$ cat src/rtl/bus_dec_pkg.sv
package bus_dec_pkg;

  typedef enum logic [2:0] {
    TGT_NONE,
    TGT_PERIPH,
    TGT_CUST,
    TGT_EXP,
    TGT_CHIP,
    TGT_MEM,
    TGT_OPEN
  } target_e;

  typedef struct packed {
    logic slotReq;
    logic chipGo;
  } ctl_strobes_t;

endpackage

$ cat src/rtl/bus_dec_datapath.sv
module bus_dec_datapath
  import bus_dec_pkg::*;
#(
  parameter int ADDR_W = 24,
  parameter int DATA_W = 16,
  parameter int REGION_BITS = 6,
  parameter logic [(1<<REGION_BITS)-1:0] REGION_DIRECT = 64'hC000_00FF_FFFF_FFFF,
  parameter logic [ADDR_W-1:0] CHIP_LIMIT = 24'h20_0000,
  parameter logic [2:0] PERIPH_TAG = 3'b101,
  parameter int SEL_A_BIT = 12,
  parameter int SEL_B_BIT = 13,
  parameter int IDX_LSB = 8,
  parameter int IDX_W = 4,
  parameter logic [ADDR_W-1:0] CUST_LO = 24'hDF_F000,
  parameter logic [ADDR_W-1:0] CUST_HI = 24'hDF_F1BE,
  parameter logic [ADDR_W-1:0] EXP_LO = 24'hE8_0000,
  parameter logic [ADDR_W-1:0] EXP_END = 24'hE9_0000
) (
  input  logic               clk,
  input  logic               rstN,
  input  logic               addrStrobe,
  input  logic               intAck,
  input  logic               busRead,
  input  logic               upperByteEn,
  input  logic               lowerByteEn,
  input  logic [ADDR_W-1:0]  busAddr,
  input  logic [DATA_W-1:0]  wrData,
  input  ctl_strobes_t       ctl,
  output logic               isChip,
  output logic [DATA_W-1:0]  rdData,
  output logic               busReady,
  output logic               vpa,
  output logic               tgtWrite,
  output logic               perASel,
  output logic               perBSel,
  output logic               perAWr,
  output logic               perBWr,
  output logic [IDX_W-1:0]   perRegIdx,
  output logic [7:0]         perAWrData,
  output logic [7:0]         perBWrData,
  input  logic [7:0]         perARdData,
  input  logic [7:0]         perBRdData,
  output logic               custSel,
  input  logic               custReady,
  input  logic [DATA_W-1:0]  custRdData,
  output logic               expSel,
  input  logic               expReady,
  input  logic [DATA_W-1:0]  expRdData,
  output logic               memSel,
  input  logic               memReady,
  input  logic [DATA_W-1:0]  memRdData,
  output logic               chipSel,
  input  logic [DATA_W-1:0]  chipRdData
);

  localparam int LANES = DATA_W / 8;
  localparam logic [DATA_W-1:0] OPEN_VALUE = '1;

  target_e target;
  logic inWindow;
  logic direct;
  logic active;
  logic [REGION_BITS-1:0] regionIdx;
  logic [LANES-1:0] laneSel;
  logic [LANES-1:0] laneStrobe;
  logic [7:0] laneRd [LANES];
  logic [DATA_W-1:0] periphWord;

  assign regionIdx = busAddr[ADDR_W-1 -: REGION_BITS];
  assign direct    = REGION_DIRECT[regionIdx];
  assign inWindow  = (busAddr[ADDR_W-1 -: 3] == PERIPH_TAG);
  assign active    = addrStrobe && !intAck;

  always_comb begin
    if (!active)                                  target = TGT_NONE;
    else if (direct)                              target = (busAddr < CHIP_LIMIT) ? TGT_CHIP : TGT_MEM;
    else if (inWindow)                            target = TGT_PERIPH;
    else if (busAddr >= CUST_LO && busAddr <= CUST_HI) target = TGT_CUST;
    else if (busAddr >= EXP_LO && busAddr < EXP_END)   target = TGT_EXP;
    else                                          target = TGT_OPEN;
  end

  assign isChip = (target == TGT_CHIP);

  // Lane 0 belongs to peripheral A, lane 1 to peripheral B.
  assign laneSel[0]    = (target == TGT_PERIPH) && !busAddr[SEL_A_BIT];
  assign laneSel[1]    = (target == TGT_PERIPH) && !busAddr[SEL_B_BIT];
  assign laneStrobe[0] = lowerByteEn;
  assign laneStrobe[1] = upperByteEn;
  assign laneRd[0]     = perARdData;
  assign laneRd[1]     = perBRdData;

  genvar g;
  generate
    for (g = 0; g < LANES; g++) begin : gLane
      assign periphWord[g*8 +: 8] = laneSel[g] ? laneRd[g] : 8'hFF;
    end
  endgenerate

  assign perASel    = laneSel[0];
  assign perBSel    = laneSel[1];
  assign perAWr     = laneSel[0] && !busRead && laneStrobe[0];
  assign perBWr     = laneSel[1] && !busRead && laneStrobe[1];
  assign perRegIdx  = busAddr[IDX_LSB +: IDX_W];
  assign perAWrData = wrData[7:0];
  assign perBWrData = wrData[15:8];

  assign custSel = (target == TGT_CUST);
  assign expSel  = (target == TGT_EXP);
  assign memSel  = (target == TGT_MEM);
  assign chipSel = isChip && ctl.chipGo;

  assign tgtWrite = !busRead && (custSel || expSel || memSel || chipSel);
  assign vpa      = addrStrobe && (intAck || inWindow);

  always_comb begin
    case (target)
      TGT_CUST: begin busReady = custReady;  rdData = custRdData; end
      TGT_EXP:  begin busReady = expReady;   rdData = expRdData;  end
      TGT_MEM:  begin busReady = memReady;   rdData = memRdData;  end
      TGT_CHIP: begin busReady = ctl.chipGo; rdData = chipRdData; end
      TGT_PERIPH: begin busReady = 1'b1;     rdData = periphWord; end
      default:  begin busReady = 1'b1;       rdData = OPEN_VALUE; end
    endcase
  end

  // no strobe means no target and a free bus.
  p_idle_free_r12: assert property (@(posedge clk) disable iff (!rstN)
    !addrStrobe |-> (busReady && !perASel && !perBSel && !custSel && !expSel && !memSel && !chipSel));

  // at most one word target or the peripheral window at a time.
  p_single_target_r8: assert property (@(posedge clk) disable iff (!rstN)
    $onehot0({perASel || perBSel, custSel, expSel, memSel, chipSel}));

  // interrupt acknowledge touches no target.
  p_intack_quiet_r11: assert property (@(posedge clk) disable iff (!rstN)
    (addrStrobe && intAck) |-> (vpa && busReady && !perASel && !perBSel && !custSel && !expSel && !memSel && !chipSel));

  // an unselected peripheral lane reads as all ones.
  p_lane_fill_r4: assert property (@(posedge clk) disable iff (!rstN)
    (perBSel && !perASel) |-> (rdData[7:0] == 8'hFF));

  // peripheral write strobes never appear on a read.
  p_no_read_write_r5: assert property (@(posedge clk) disable iff (!rstN)
    busRead |-> (!perAWr && !perBWr && !tgtWrite));

endmodule

$ cat src/rtl/bus_dec_control.sv
module bus_dec_control
  import bus_dec_pkg::*;
(
  input  logic         clk,
  input  logic         rstN,
  input  logic         addrStrobe,
  input  logic         isChip,
  input  logic         slotGrant,
  output ctl_strobes_t ctl
);

  typedef enum logic [1:0] {ST_IDLE, ST_WAIT, ST_GRANTED} state_e;

  state_e state, stateNext;

  always_comb begin
    stateNext = state;
    if (!addrStrobe || !isChip) begin
      stateNext = ST_IDLE;
    end else begin
      case (state)
        ST_IDLE, ST_WAIT: stateNext = slotGrant ? ST_GRANTED : ST_WAIT;
        default:          stateNext = ST_GRANTED;
      endcase
    end
  end

  always_ff @(posedge clk or negedge rstN) begin
    if (!rstN) state <= ST_IDLE;
    else       state <= stateNext;
  end

  assign ctl.chipGo  = (state == ST_GRANTED) && addrStrobe && isChip;
  assign ctl.slotReq = addrStrobe && isChip && (state != ST_GRANTED);

  // the granted state is entered only after a sampled grant.
  p_grant_first_r10: assert property (@(posedge clk) disable iff (!rstN)
    (state == ST_GRANTED && $past(state) != ST_GRANTED) |-> $past(slotGrant));

  // dropping the strobe forgets any earlier grant.
  p_drop_clears_r12: assert property (@(posedge clk) disable iff (!rstN)
    !addrStrobe |=> (state == ST_IDLE));

  // request and go are never raised together.
  p_req_go_excl_r10: assert property (@(posedge clk) disable iff (!rstN)
    !(ctl.slotReq && ctl.chipGo));

endmodule

$ cat src/rtl/bus_addr_decoder.sv
module bus_addr_decoder
  import bus_dec_pkg::*;
#(
  parameter int ADDR_W = 24,
  parameter int DATA_W = 16,
  parameter int REGION_BITS = 6,
  parameter logic [(1<<REGION_BITS)-1:0] REGION_DIRECT = 64'hC000_00FF_FFFF_FFFF,
  parameter logic [ADDR_W-1:0] CHIP_LIMIT = 24'h20_0000
) (
  input  logic              clk,
  input  logic              rstN,
  input  logic              addrStrobe,
  input  logic              intAck,
  input  logic              busRead,
  input  logic              upperByteEn,
  input  logic              lowerByteEn,
  input  logic [ADDR_W-1:0] busAddr,
  input  logic [DATA_W-1:0] wrData,
  output logic [DATA_W-1:0] rdData,
  output logic              busReady,
  output logic              vpa,
  output logic              tgtWrite,
  output logic              perASel,
  output logic              perBSel,
  output logic              perAWr,
  output logic              perBWr,
  output logic [3:0]        perRegIdx,
  output logic [7:0]        perAWrData,
  output logic [7:0]        perBWrData,
  input  logic [7:0]        perARdData,
  input  logic [7:0]        perBRdData,
  output logic              custSel,
  input  logic              custReady,
  input  logic [DATA_W-1:0] custRdData,
  output logic              expSel,
  input  logic              expReady,
  input  logic [DATA_W-1:0] expRdData,
  output logic              memSel,
  input  logic              memReady,
  input  logic [DATA_W-1:0] memRdData,
  output logic              slotReq,
  input  logic              slotGrant,
  output logic              chipSel,
  input  logic [DATA_W-1:0] chipRdData
);

  ctl_strobes_t ctl;
  logic isChip;

  bus_dec_control uCtl (
    .clk(clk), .rstN(rstN), .addrStrobe(addrStrobe),
    .isChip(isChip), .slotGrant(slotGrant), .ctl(ctl)
  );

  bus_dec_datapath #(
    .ADDR_W(ADDR_W), .DATA_W(DATA_W), .REGION_BITS(REGION_BITS),
    .REGION_DIRECT(REGION_DIRECT), .CHIP_LIMIT(CHIP_LIMIT)
  ) uDp (
    .clk(clk), .rstN(rstN), .addrStrobe(addrStrobe), .intAck(intAck),
    .busRead(busRead), .upperByteEn(upperByteEn), .lowerByteEn(lowerByteEn),
    .busAddr(busAddr), .wrData(wrData), .ctl(ctl), .isChip(isChip),
    .rdData(rdData), .busReady(busReady), .vpa(vpa), .tgtWrite(tgtWrite),
    .perASel(perASel), .perBSel(perBSel), .perAWr(perAWr), .perBWr(perBWr),
    .perRegIdx(perRegIdx), .perAWrData(perAWrData), .perBWrData(perBWrData),
    .perARdData(perARdData), .perBRdData(perBRdData),
    .custSel(custSel), .custReady(custReady), .custRdData(custRdData),
    .expSel(expSel), .expReady(expReady), .expRdData(expRdData),
    .memSel(memSel), .memReady(memReady), .memRdData(memRdData),
    .chipSel(chipSel), .chipRdData(chipRdData)
  );

  assign slotReq = ctl.slotReq;

endmodule

$ cat config.mk
export PLATFORM = sky130hd
export DESIGN_NAME = bus_addr_decoder
export DESIGN_NICKNAME = d
export VERILOG_FILES = /design/src/rtl/bus_dec_pkg.sv /design/src/rtl/bus_dec_datapath.sv /design/src/rtl/bus_dec_control.sv /design/src/rtl/bus_addr_decoder.sv
export SDC_FILE = /design/constraint.sdc
export NUM_CORES = 1
export LEC_CHECK = 0
export BUFFER_PORTS_ARGS = -buffer_cell sky130_fd_sc_hd__buf_2
export CORE_UTILIZATION = 29
export CTS_CLUSTER_SIZE = 12
export DETAILED_ROUTE_END_ITERATION = 10
export HOLD_SLACK_MARGIN = 0.12
export PLACE_DENSITY = 0.82
export SYNTH_ARGS = -nofsm -noshare
export SYNTH_HDL_FRONTEND = slang
export SYNTH_SLANG_ARGS = --single-unit
$ cat constraint.sdc
create_clock -name clk -period 2.44 [get_ports clk]
set_clock_uncertainty 0.05 [all_clocks]
set_input_delay 0.488 -clock clk [delete_from_list [all_inputs] [get_ports clk]]
set_output_delay 0.488 -clock clk [all_outputs]
set_load 0.1 [all_outputs]
==> results of run 1 <==
-- cells in the final DEF (no fill, tap or decap), types with 5 or more instances in the layout --
| master | netlist | layout |
|---|---|---|
| a2111o_2 | 0 | 15 |
| buf_2 | 9 | 108 |
| nor2_1 | 24 | 15 |
| buf_4 | 23 | 36 |
| a22o_1 | 15 | 15 |
| nor2_2 | 1 | 6 |
| nor3_1 | 22 | 15 |
| nor3_4 | 1 | 5 |
| nor2_4 | 1 | 6 |
| nand3_1 | 9 | 6 |
| buf_8 | 0 | 5 |
| a211oi_1 | 16 | 16 |
| buf_6 | 1 | 28 |
| buf_12 | 0 | 33 |
-- what timing repair did --
action,in CTS,in global routing
hold buffers,1,0
endpoints found under the hold margin,2,0
resized for setup,127,26
pin swaps,40,25
buffers inserted,24,6
endpoints found under the setup margin,25,26
gates cloned,6,0
-- final cells by class --
type | instances | area share, %
clock buffer | 3 | 1.18
inverter | 1 | 0.107
multi-input combinational | 149 | 38.5
sequential | 2 | 1.43
tap | 52 | 1.86
timing repair buffer | 215 | 56.9
-- metal layers --
metal	part of all wire, %	up-vias	wire length, um	global-route usage (%)
met2	50	239	4980	61.8
met5	0	-	0	0
met4	8.0	0	805	20.7
li1	-	1098	-	-
met3	9.5	86	948	8.14
met1	33	1250	3290	33.5
-- critical path, stage by stage --
cell and delay [ns]:
buf_8 0.11, nor4_4 0.34, a41o_1 0.26, nor2_1 0.08
a21o_2 0.26, buf_12 0.14, buf_12 0.12, a2111o_2 0.45
buf_12 0.19
-- cells by family (layout without fill, tap and decap cells) --
family / after synthesis / count (layout) / synth area share [%]
compound gates: 62 / 62 / 40.8
buf+inv: 38 / 219 / 18.7
flops: 2 / 2 / 3.77
simple gates: 86 / 87 / 36.8
-- per-stage QoR --
stage          area [um2]  hold WS, ns  setup slack (ns)  setup TNS [ns]
5_1_grt              3500        0.401            -0.560          -10.66
3_5_place_dp         2460        0.228            -0.605          -11.15
2_1_floorplan        1450        0.142            -0.906           -9.41
3_3_place_gp         2460        0.224            -0.516           -9.83
4_1_cts              3340        0.397            -0.377           -6.32
6_report             3500        0.402            -0.532           -9.68
-- power by group --
part | leakage [nW] | switching (W) | internal [W]
registers | 0.0278 | 0.000000250 | 0.0000338
logic | 1.56 | 0.000379 | 0.000290
clock network | 0.0216 | 0.0000262 | 0.000104
-- final timing paths --
kind                                         start  depth (start not counted)                      end  slack (ns)
min in group asynchronous                     rstN                          2  uCtl.state[1]$_DFF_PN0_        0.55
max in group asynchronous                     rstN                          2  uCtl.state[0]$_DFF_PN0_        1.69
max reg2reg                uCtl.state[1]$_DFF_PN0_                          1  uCtl.state[0]$_DFF_PN0_        1.70
min reg2reg                uCtl.state[1]$_DFF_PN0_                          1  uCtl.state[0]$_DFF_PN0_        0.47
min                                      slotGrant                          2  uCtl.state[0]$_DFF_PN0_        0.40
max                                    busAddr[18]                          9                rdData[9]       -0.53
==> run_results.csv, run 1 <==
group,metric,value,unit
final_layout,largest_reg_flops,2,
floorplanning,die_area,4850,um2
setup_path,cp.required,1.90,ns
global_routing,antenna_found_initial,0,
timing,setup_viol_count_final,26,
timing,fin_crit_sh,122,%
timing,tightest_slew,0.487,ns
timing,finalMaxSlewViolations,0,
synth,yosysMostFrequentCell,"nor2_1",
setup_path,crit_type,"in2out",
pwr,leakagePower,1.61,nW
route,finalWirelength,10000,um
place,gp_congestion,0.879,
synth,ys_warn_count,0,
final_layout,syn_to_final_growth,164,%
pwr,powerDensity,238,nW/um2
final_layout,n_fill_cell,237,
floorplanning,core_area,4380,um2
synth,ys_async_sr_fraction,100,%
route,drc_errors,0,
hold_path,hold_path.class,"in2reg",
floorplanning,die_h,69.7,um
synth,synth-edff-count,0,
global_routing,grt_pass1_wl,12800,um
route,vias,2673,
timing,max_freq,336,MHz
synth,synth.ff_latch_count,2,
synth,synth_nets,319,
global_routing,grt_pass1_vias,2649,
place,dp.cells,383,
timing,timing.final.ws_setup,-0.532,ns
synth,synthTopCellsByArea,"buf_4 (13%), a2111o_1 (13%), a22o_1 (9.9%)",
global_routing,grt_usage,33.5,%
route,drt-initial-drc-count,193,
place,dp_hpwl,5030,um
synth,synthesis.area,1330,um2
setup_path,cp_max_fo,5,
timing,final_hold_viol_count,0,
synth,synth_area_per_cell,7.06,um2
pwr,irDropWorstVdd,0.203,mV
setup_path,endpoint_kind,"primary output",
clocking,cts_inserted_buffers,3,
route,wl_per_cell,23.8,um
timing,fin_crit,2.97,ns
place,port_buffers,146,
pwr,power,0.000833,W
global_routing,globalRouteOverflowTotal,0,
synth,ys_top_cells_by_count,"nor2_1 (24), buf_4 (23), nor3_1 (22)",
run,maxCapViolations,0,
timing,slew_headroom,67.8,%
clocking,clk_pin_slew,0.03,ns
final_layout,final_util,79.9,%
setup_path,startpoint_type,"input port",
floorplanning,initial_core_util,30.3,%
clocking,ctsLongestPathBuffers,2,
synth,synth_top_area_share,13.0,%
final_layout,drive_gt1_share,75.4,%
clocking,clk_latency,0.21,ns
route,ant_nets,0,
route,vias_per_cell,6.33,
final_layout,multiInputGateArea,1350,um2
synth,synth_cells,188,
final_layout,layoutNonFillerInstCount,422,
synth,synth_ff_type,"dfrtp_1",
floorplanning,io_pins,179,
synth,synth_top_area_cell,"buf_4",
floorplanning,num_rows,24,
final_layout,reg_top3,"uCtl.state: 2 flops",
final_layout,seqCellArea,50.0,um2
clocking,cts_tree,"done",
clocking,cts.sinks,2,
setup_path,arrival,2.43,ns
timing,rsz0062_at_grt,"true",
final_layout,largest-register,"uCtl.state",
global_routing,grt_max_degree,11,
final_layout,n_antenna_cell,0,
clocking,root_buffer,"clkbuf_8",
final_layout,nNetsFinal,503,
clocking,ctsHtreeMaxLevel,1,
run_status,status,"finished, violations left",
synth,yosysUniqueCellTypes,44,
floorplanning,die_w,69.7,um
route,first_pass_iters,5,
synth,ys_seq_area_share,3.77,%
run_status,violations,"setup timing",
Note: power is estimated with default switching activity, not from simulation.
==> run 2, diff against run 1 <==
--- a/config.mk
+++ b/config.mk
@@ -5,8 +5,10 @@
 export SDC_FILE = /design/constraint.sdc
 export NUM_CORES = 1
 export LEC_CHECK = 0
+export ABC_AREA = 1
 export BUFFER_PORTS_ARGS = -buffer_cell sky130_fd_sc_hd__buf_2
-export CORE_UTILIZATION = 29
+export CORE_ASPECT_RATIO = 1.4
+export CORE_UTILIZATION = 32
 export CTS_CLUSTER_SIZE = 12
 export DETAILED_ROUTE_END_ITERATION = 10
 export HOLD_SLACK_MARGIN = 0.12
==> run 2 against run 1 <==
The flow still finishes with violations (setup timing). Global-route usage is 8.9 points lower. First-iteration DRC count is 68% lower. Worst hold slack better by 0.00071 ns. Count of clock-buffer cells in the layout stayed put. Die area is 10% higher. Fmax is 14% higher. Core utilization is 5.3 points lower. Largest cell class unchanged. Highest routed layer unchanged.
==> run_results.csv, run 2 <==
group,metric,value,unit
place,place_area,3000,um2
timing,rsz0062_at_grt,"true",
setup_path,cp.required,1.90,ns
route,ant_nets,0,
clocking,ctsHtreeMaxLevel,1,
setup_path,slowest_delay,0.20,ns
floorplanning,io_pins,179,
global_routing,antenna_found_initial,1,
timing,max_freq,383,MHz
synth,synth_nets,456,
run_status,status,"finished, violations left",
place,gp_congestion,0.820,
final_layout,nNetsFinal,606,
route,vias,2635,
synth,synth_ff_type,"dfrtp_1",
route,drc_errors,0,
global_routing,grt_max_degree,26,
timing,timing.final.ws_setup,-0.173,ns
synth,synth_cells,325,
timing,fin_crit,2.61,ns
clocking,ctsLongestPathBuffers,2,
timing,final_hold_viol_count,0,
pwr,leakagePower,1.88,nW
synth,synth_top_area_cell,"nor2_1",
final_layout,syn_to_final_growth,123,%
route,first_pass_iters,4,
pwr,irDropWorstVdd,0.148,mV
timing,fin_crit_sh,107,%
route,wl_per_cell,14.3,um
floorplanning,die_h,86.2,um
place,dp_hpwl,5190,um
synth,ys_async_sr_fraction,100,%
floorplanning,core_area,4840,um2
synth,synthTopCellsByArea,"nor2_1 (18%), nand2_1 (16%), inv_1 (13%)",
final_layout,final_area,3610,um2
synth,synth-edff-count,0,
final_layout,reg_top3,"uCtl.state: 2 flops",
synth,ys_seq_area_share,3.09,%
route,drt-initial-drc-count,62,
setup_path,endpoint_kind,"primary output",
synth,synth_top_area_share,17.6,%
final_layout,drive_gt1_share,62.2,%
synth,synthesis.area,1620,um2
synth,yosysUniqueCellTypes,28,
place,pre_cts_ws,-0.199,ns
floorplanning,initial_core_util,33.5,%
setup_path,startpoint_type,"input port",
synth,synth.ff_latch_count,2,
final_layout,largest_reg_flops,2,
clocking,root_buffer,"clkbuf_8",
setup_path,cp_slowest_cell,"nand3b_1",
final_layout,most-common-layout-cells,"buf_2 (111), inv_1 (46), nand2_1 (41), nor2_1 (35), buf_12 (31)",
floorplanning,num_rows,30,
timing,tightest_slew,0.495,ns
synth,yosysMostFrequentCell,"nor2_1",
pwr,powerDensity,227,nW/um2
synth,ys_top_cells_by_count,"nor2_1 (76), nand2_1 (71), inv_1 (58)",
run,maxCapViolations,0,
clocking,cts.sinks,2,
timing,slew_headroom,67.2,%
timing,finalMaxSlewViolations,0,
place,port_buffers,146,
clocking,cts_inserted_buffers,3,
setup_path,cp_cell_sequence,"buf_8 > inv_4 > nand2_4 > nor2_4 > nand3b_1 > nand3_4 > nand4_1 > buf_6 > buf_12 > nor2_4 > nand3b_1 > buf_12",
setup_path,crit_type,"in2out",
global_routing,grt_pass1_vias,2559,
setup_path,arrival,2.08,ns
synth,synth_area_per_cell,4.99,um2
setup_path,cp_max_fo,5,
route,vias_per_cell,4.90,
floorplanning,die_w,62.1,um
floorplanning,die_area,5360,um2
pwr,power,0.000822,W
run_status,violations,"setup timing",
synth,ys_warn_count,0,
route,finalWirelength,7690,um
hold_path,hold_path.class,"reg2reg",
clocking,clk_latency,0.20,ns
final_layout,layout_commonest_cell,"buf_2",
global_routing,grt_usage,24.6,%
final_layout,largest-register,"uCtl.state",
timing,setup_viol_count_final,24,
global_routing,grt_pass1_wl,10800,um
clocking,cts_tree,"done",
clocking,clk_pin_slew,0.03,ns
global_routing,globalRouteOverflowTotal,0,
## run 2: final cells by class
type	instances	area (um2)
antenna	1	2.50
multi-input combinational	225	1550
inverter	65	299
timing repair buffer	178	1590
fill	340	1230
sequential	2	50.0
tap	64	80.1
clock buffer	3	41.3
## run 2: path summary, 6_finish.rpt
path | from | endpoint | slack [ns] | cells past startpoint
worst min-delay path | uCtl.state[1]$_DFF_PN0_ | uCtl.state[0]$_DFF_PN0_ | 0.40 | 1
min in group asynchronous | rstN | uCtl.state[0]$_DFF_PN0_ | 0.54 | 2
max in group asynchronous | rstN | uCtl.state[1]$_DFF_PN0_ | 1.70 | 2
worst max register to register | uCtl.state[1]$_DFF_PN0_ | uCtl.state[0]$_DFF_PN0_ | 1.74 | 1
worst max-delay path | busAddr[6] | busReady | -0.17 | 12
worst min register to register | uCtl.state[1]$_DFF_PN0_ | uCtl.state[0]$_DFF_PN0_ | 0.40 | 1
## run 2: power breakdown
part           internal [W]  switching [W]
clock              0.000104      0.0000226
combinational      0.000255       0.000406
sequential        0.0000338    0.000000147
## run 2: routing by layer
| layer | track usage (%) | routed length [um] | share of wire [%] |
|---|---|---|---|
| met5 | 0 | 0 | 0 |
| met4 | 13.5 | 379 | 4.9 |
| met3 | 3.42 | 435 | 5.7 |
| met2 | 51.2 | 4180 | 54 |
| met1 | 22.4 | 2690 | 35 |
## run 2: worst max-delay path, delay by kind of cell
family,cells,cell delay (ns)
simple gates,7,0.92
buf+inv,5,0.66
## run 2: repair_timing
action                                  in CTS  in global routing
cloned                                       0                  5
resized for setup                           40                 80
hold buffers                                 1                  0
endpoints found under the hold margin        2                  0
buffers inserted                             3                  3
pin swaps                                   18                 25
endpoints found under the setup margin      23                 26
## run 2: cells by family after synthesis
family / count (synthesis) / share of synthesized area, %
AND/OR/NAND/NOR: 198 / 52.5
buffers and inverters: 98 / 30.7
AO/OA/AOI/OAI: 27 / 13.7
flip-flops: 2 / 3.09
## run 2: stage by stage
stage	setup TNS (ns)	std cells	hold slack, ns	utilization, %
floorplan	-2.19	325	0.142	-
global placement	-1.18	522	0.222	62.0
detailed placement	-2.11	522	0.225	62.0
CTS	-0.160	529	0.402	65.9
global route	-3.52	538	0.419	74.6
finish	-1.96	538	0.403	74.6
==> run 3, diff against run 2 <==
--- a/config.mk
+++ b/config.mk
@@ -8,11 +8,11 @@
 export ABC_AREA = 1
 export BUFFER_PORTS_ARGS = -buffer_cell sky130_fd_sc_hd__buf_2
 export CORE_ASPECT_RATIO = 1.4
-export CORE_UTILIZATION = 32
+export CORE_UTILIZATION = 35
 export CTS_CLUSTER_SIZE = 12
 export DETAILED_ROUTE_END_ITERATION = 10
 export HOLD_SLACK_MARGIN = 0.12
-export PLACE_DENSITY = 0.82
+export PLACE_DENSITY = 0.85
 export SYNTH_ARGS = -nofsm -noshare
 export SYNTH_HDL_FRONTEND = slang
 export SYNTH_SLANG_ARGS = --single-unit
==> constraint.sdc (replaced) <==
create_clock -name clk -period 2.6 [get_ports clk]
set_clock_uncertainty 0.05 [all_clocks]
set_input_delay 0.52 -clock clk [delete_from_list [all_inputs] [get_ports clk]]
set_output_delay 0.52 -clock clk [all_outputs]
set_load 0.1 [all_outputs]
==> run 3 against run 2 <==
Combinational power down 14%. The flow still finishes with violations (setup timing). Largest cell class unchanged. Cell count down 1.5%. Highest routed layer unchanged. Sequential cell count unchanged. Worst setup slack better by 0.17 ns.
==> run_results.csv, run 3 (synthesis results as in run 2) <==
group,metric,value,unit
final_layout,nNetsFinal,603,
run_status,status,"finished, violations left",
setup_path,reg2reg_depth,2,
place,port_buffers,146,
route,drc_errors,0,
pwr,swShare,52.0,%
pwr,power.internal,0.000346,W
final_layout,syn_to_final_growth,98.7,%
hold_path,min_from,"uCtl.state[1]$_DFF_PN0_",
pwr,p_seq_share,4.4,%
final_layout,most-common-layout-cells,"buf_2 (114), nor2_1 (54), inv_1 (52), nand2_1 (47), buf_12 (29)",
clocking,ctsHtreeMaxLevel,1,
global_routing,grt_pass1_vias,2370,
setup_path,cp_slowest_cell,"or2_4",
floorplanning,die_area,4910,um2
clocking,clk_latency,0.21,ns
global_routing,grt_max_degree,19,
setup_path,slowest_delay,0.27,ns
clocking,cts.sinks,2,
setup_path,cp.required,2.03,ns
timing,whs,0.425,ns
setup_path,endpoint_kind,"primary output",
setup_path,rr_endpoint,"uCtl.state[1]$_DFF_PN0_",
pwr,leakagePower,1.80,nW
clocking,cts_tree,"done",
route,vias_per_cell,4.80,
final_layout,layout_commonest_cell,"buf_2",
place,dp_hpwl,5260,um
final_layout,n_antenna_cell,0,
final_layout,largest_reg_flops,2,
floorplanning,core_area,4340,um2
floorplanning,num_rows,28,
route,dr_wl_met3,425,um
clocking,cts_inserted_buffers,3,
route,met1_length,2350,um
pwr,combPwrFrac,78.8,%
timing,fin_crit_sh,100,%
pwr,power_switching,0.000376,W
global_routing,antenna_found_initial,0,
setup_path,crit_type,"in2out",
timing,max_freq,384,MHz
final_layout,largest-register,"uCtl.state",
floorplanning,die_w,59.5,um
clocking,ctsLongestPathBuffers,2,
route,wl_per_cell,13.2,um
route,vias,2543,
setup_path,cp_cell_sequence,"buf_2 > nor2_1 > nand3_1 > nor2_4 > nor2_4 > nand2_4 > nand2_2 > or2_4 > inv_12 > nand2_4 > nor2_4 > buf_12",
pwr,irDropWorstVdd,0.132,mV
route,first_pass_iters,4,
pwr,powerDensity,224,nW/um2
setup_path,crit_buf_inv,3,
hold_path,hold_end,"uCtl.state[0]$_DFF_PN0_",
run,maxCapViolations,0,
timing,slew_headroom,67.7,%
timing,rsz0062_at_grt,"true",
setup_path,cp_max_fo,6,
setup_path,r2r_start,"uCtl.state[1]$_DFF_PN0_",
final_layout,reg_top3,"uCtl.state: 2 flops",
clocking,root_buffer,"clkbuf_8",
global_routing,grt_pass1_wl,9680,um
global_routing,grt_usage,25.5,%
timing,finalMaxSlewViolations,0,
timing,timing.final.ws_setup,-0.00725,ns
setup_path,arrival,2.04,ns
final_layout,drive_gt1_share,54.7,%
clocking,clk_pin_slew,0.03,ns
floorplanning,io_pins,179,
timing,final_hold_viol_count,0,
pwr,power,0.000722,W
route,drt-initial-drc-count,110,
route,highest_layer,"met4",
floorplanning,die_h,82.5,um
place,pre_cts_ws,-0.0869,ns
pwr,p_clk_share,16.8,%
setup_path,cp_common_cell,"nor2_4",
floorplanning,initial_core_util,37.3,%
setup_path,cpLargestDelayFamily,"simple AND/OR/NAND/NOR gates",
global_routing,globalRouteOverflowTotal,0,
setup_path,startpoint_type,"input port",
timing,tightest_slew,0.488,ns
route,met2_length,3950,um
run_status,violations,"setup timing",
place,gp_congestion,0.850,
timing,setup_viol_count_final,2,
hold_path,hold_path.class,"reg2reg",
route,ant_nets,0,
timing,fin_crit,2.61,ns
setup_path,rrSetupSlack,1.88,ns
hold_path,min_path_cells,1,
route,finalWirelength,6990,um
## run 3: layer usage
metal	up-vias	GRT usage, %
met5	-	0
met4	0	15.1
met3	24	4.36
met2	114	50.6
met1	1141	23.6
li1	1264	-
## run 3: through the flow
stage	cell area (um2)	cells	util (%)	setup TNS [ns]
floorplan	1820	325	-	-1.33
global placement	2920	520	67.3	0
detailed placement	2920	520	67.3	-1.07
CTS	2990	524	68.8	0
global route	3220	530	74.1	-0.824
finish	3220	530	74.1	-0.00813
## run 3: worst max path at each step
stage | slack, ns | from | end | depth (start not counted)
after floorplan | -0.49 | busAddr[22] | busReady | 7
after global placement | 0.004 | busAddr[22] | rdData[1] | 11
after detailed placement | -0.09 | busAddr[22] | rdData[7] | 11
after CTS | 0.0005 | busAddr[23] | busReady | 13
after global routing | -0.11 | busAddr[21] | rdData[13] | 14
final | -0.007 | busAddr[16] | perAWr | 12
## run 3: what timing repair did
item	4_1_cts	5_1_grt
endpoints found under the setup margin	19	23
hold buffers	1	0
cloned	0	1
resized for setup	5	59
pin swaps	1	26
buffers inserted	0	5
endpoints found under the hold margin	2	0
## run 3: area by class of cell
type	count	area [um2]
multi-input cells	225	1330
well taps	60	75.1
flip-flops and latches	2	50.0
fillers	346	1120
clock buffers	3	41.3
inverters	65	290
repair buffers	175	1430
## run 3: power groups by stage
stage               registers [W]  clock network [W]  logic, W
detailed placement      0.0000321                  0  0.000532
finish                  0.0000318           0.000121  0.000569
floorplan               0.0000321                  0  0.000435
CTS                     0.0000318           0.000125  0.000537
global route            0.0000318           0.000126  0.000598
global placement        0.0000321                  0  0.000524
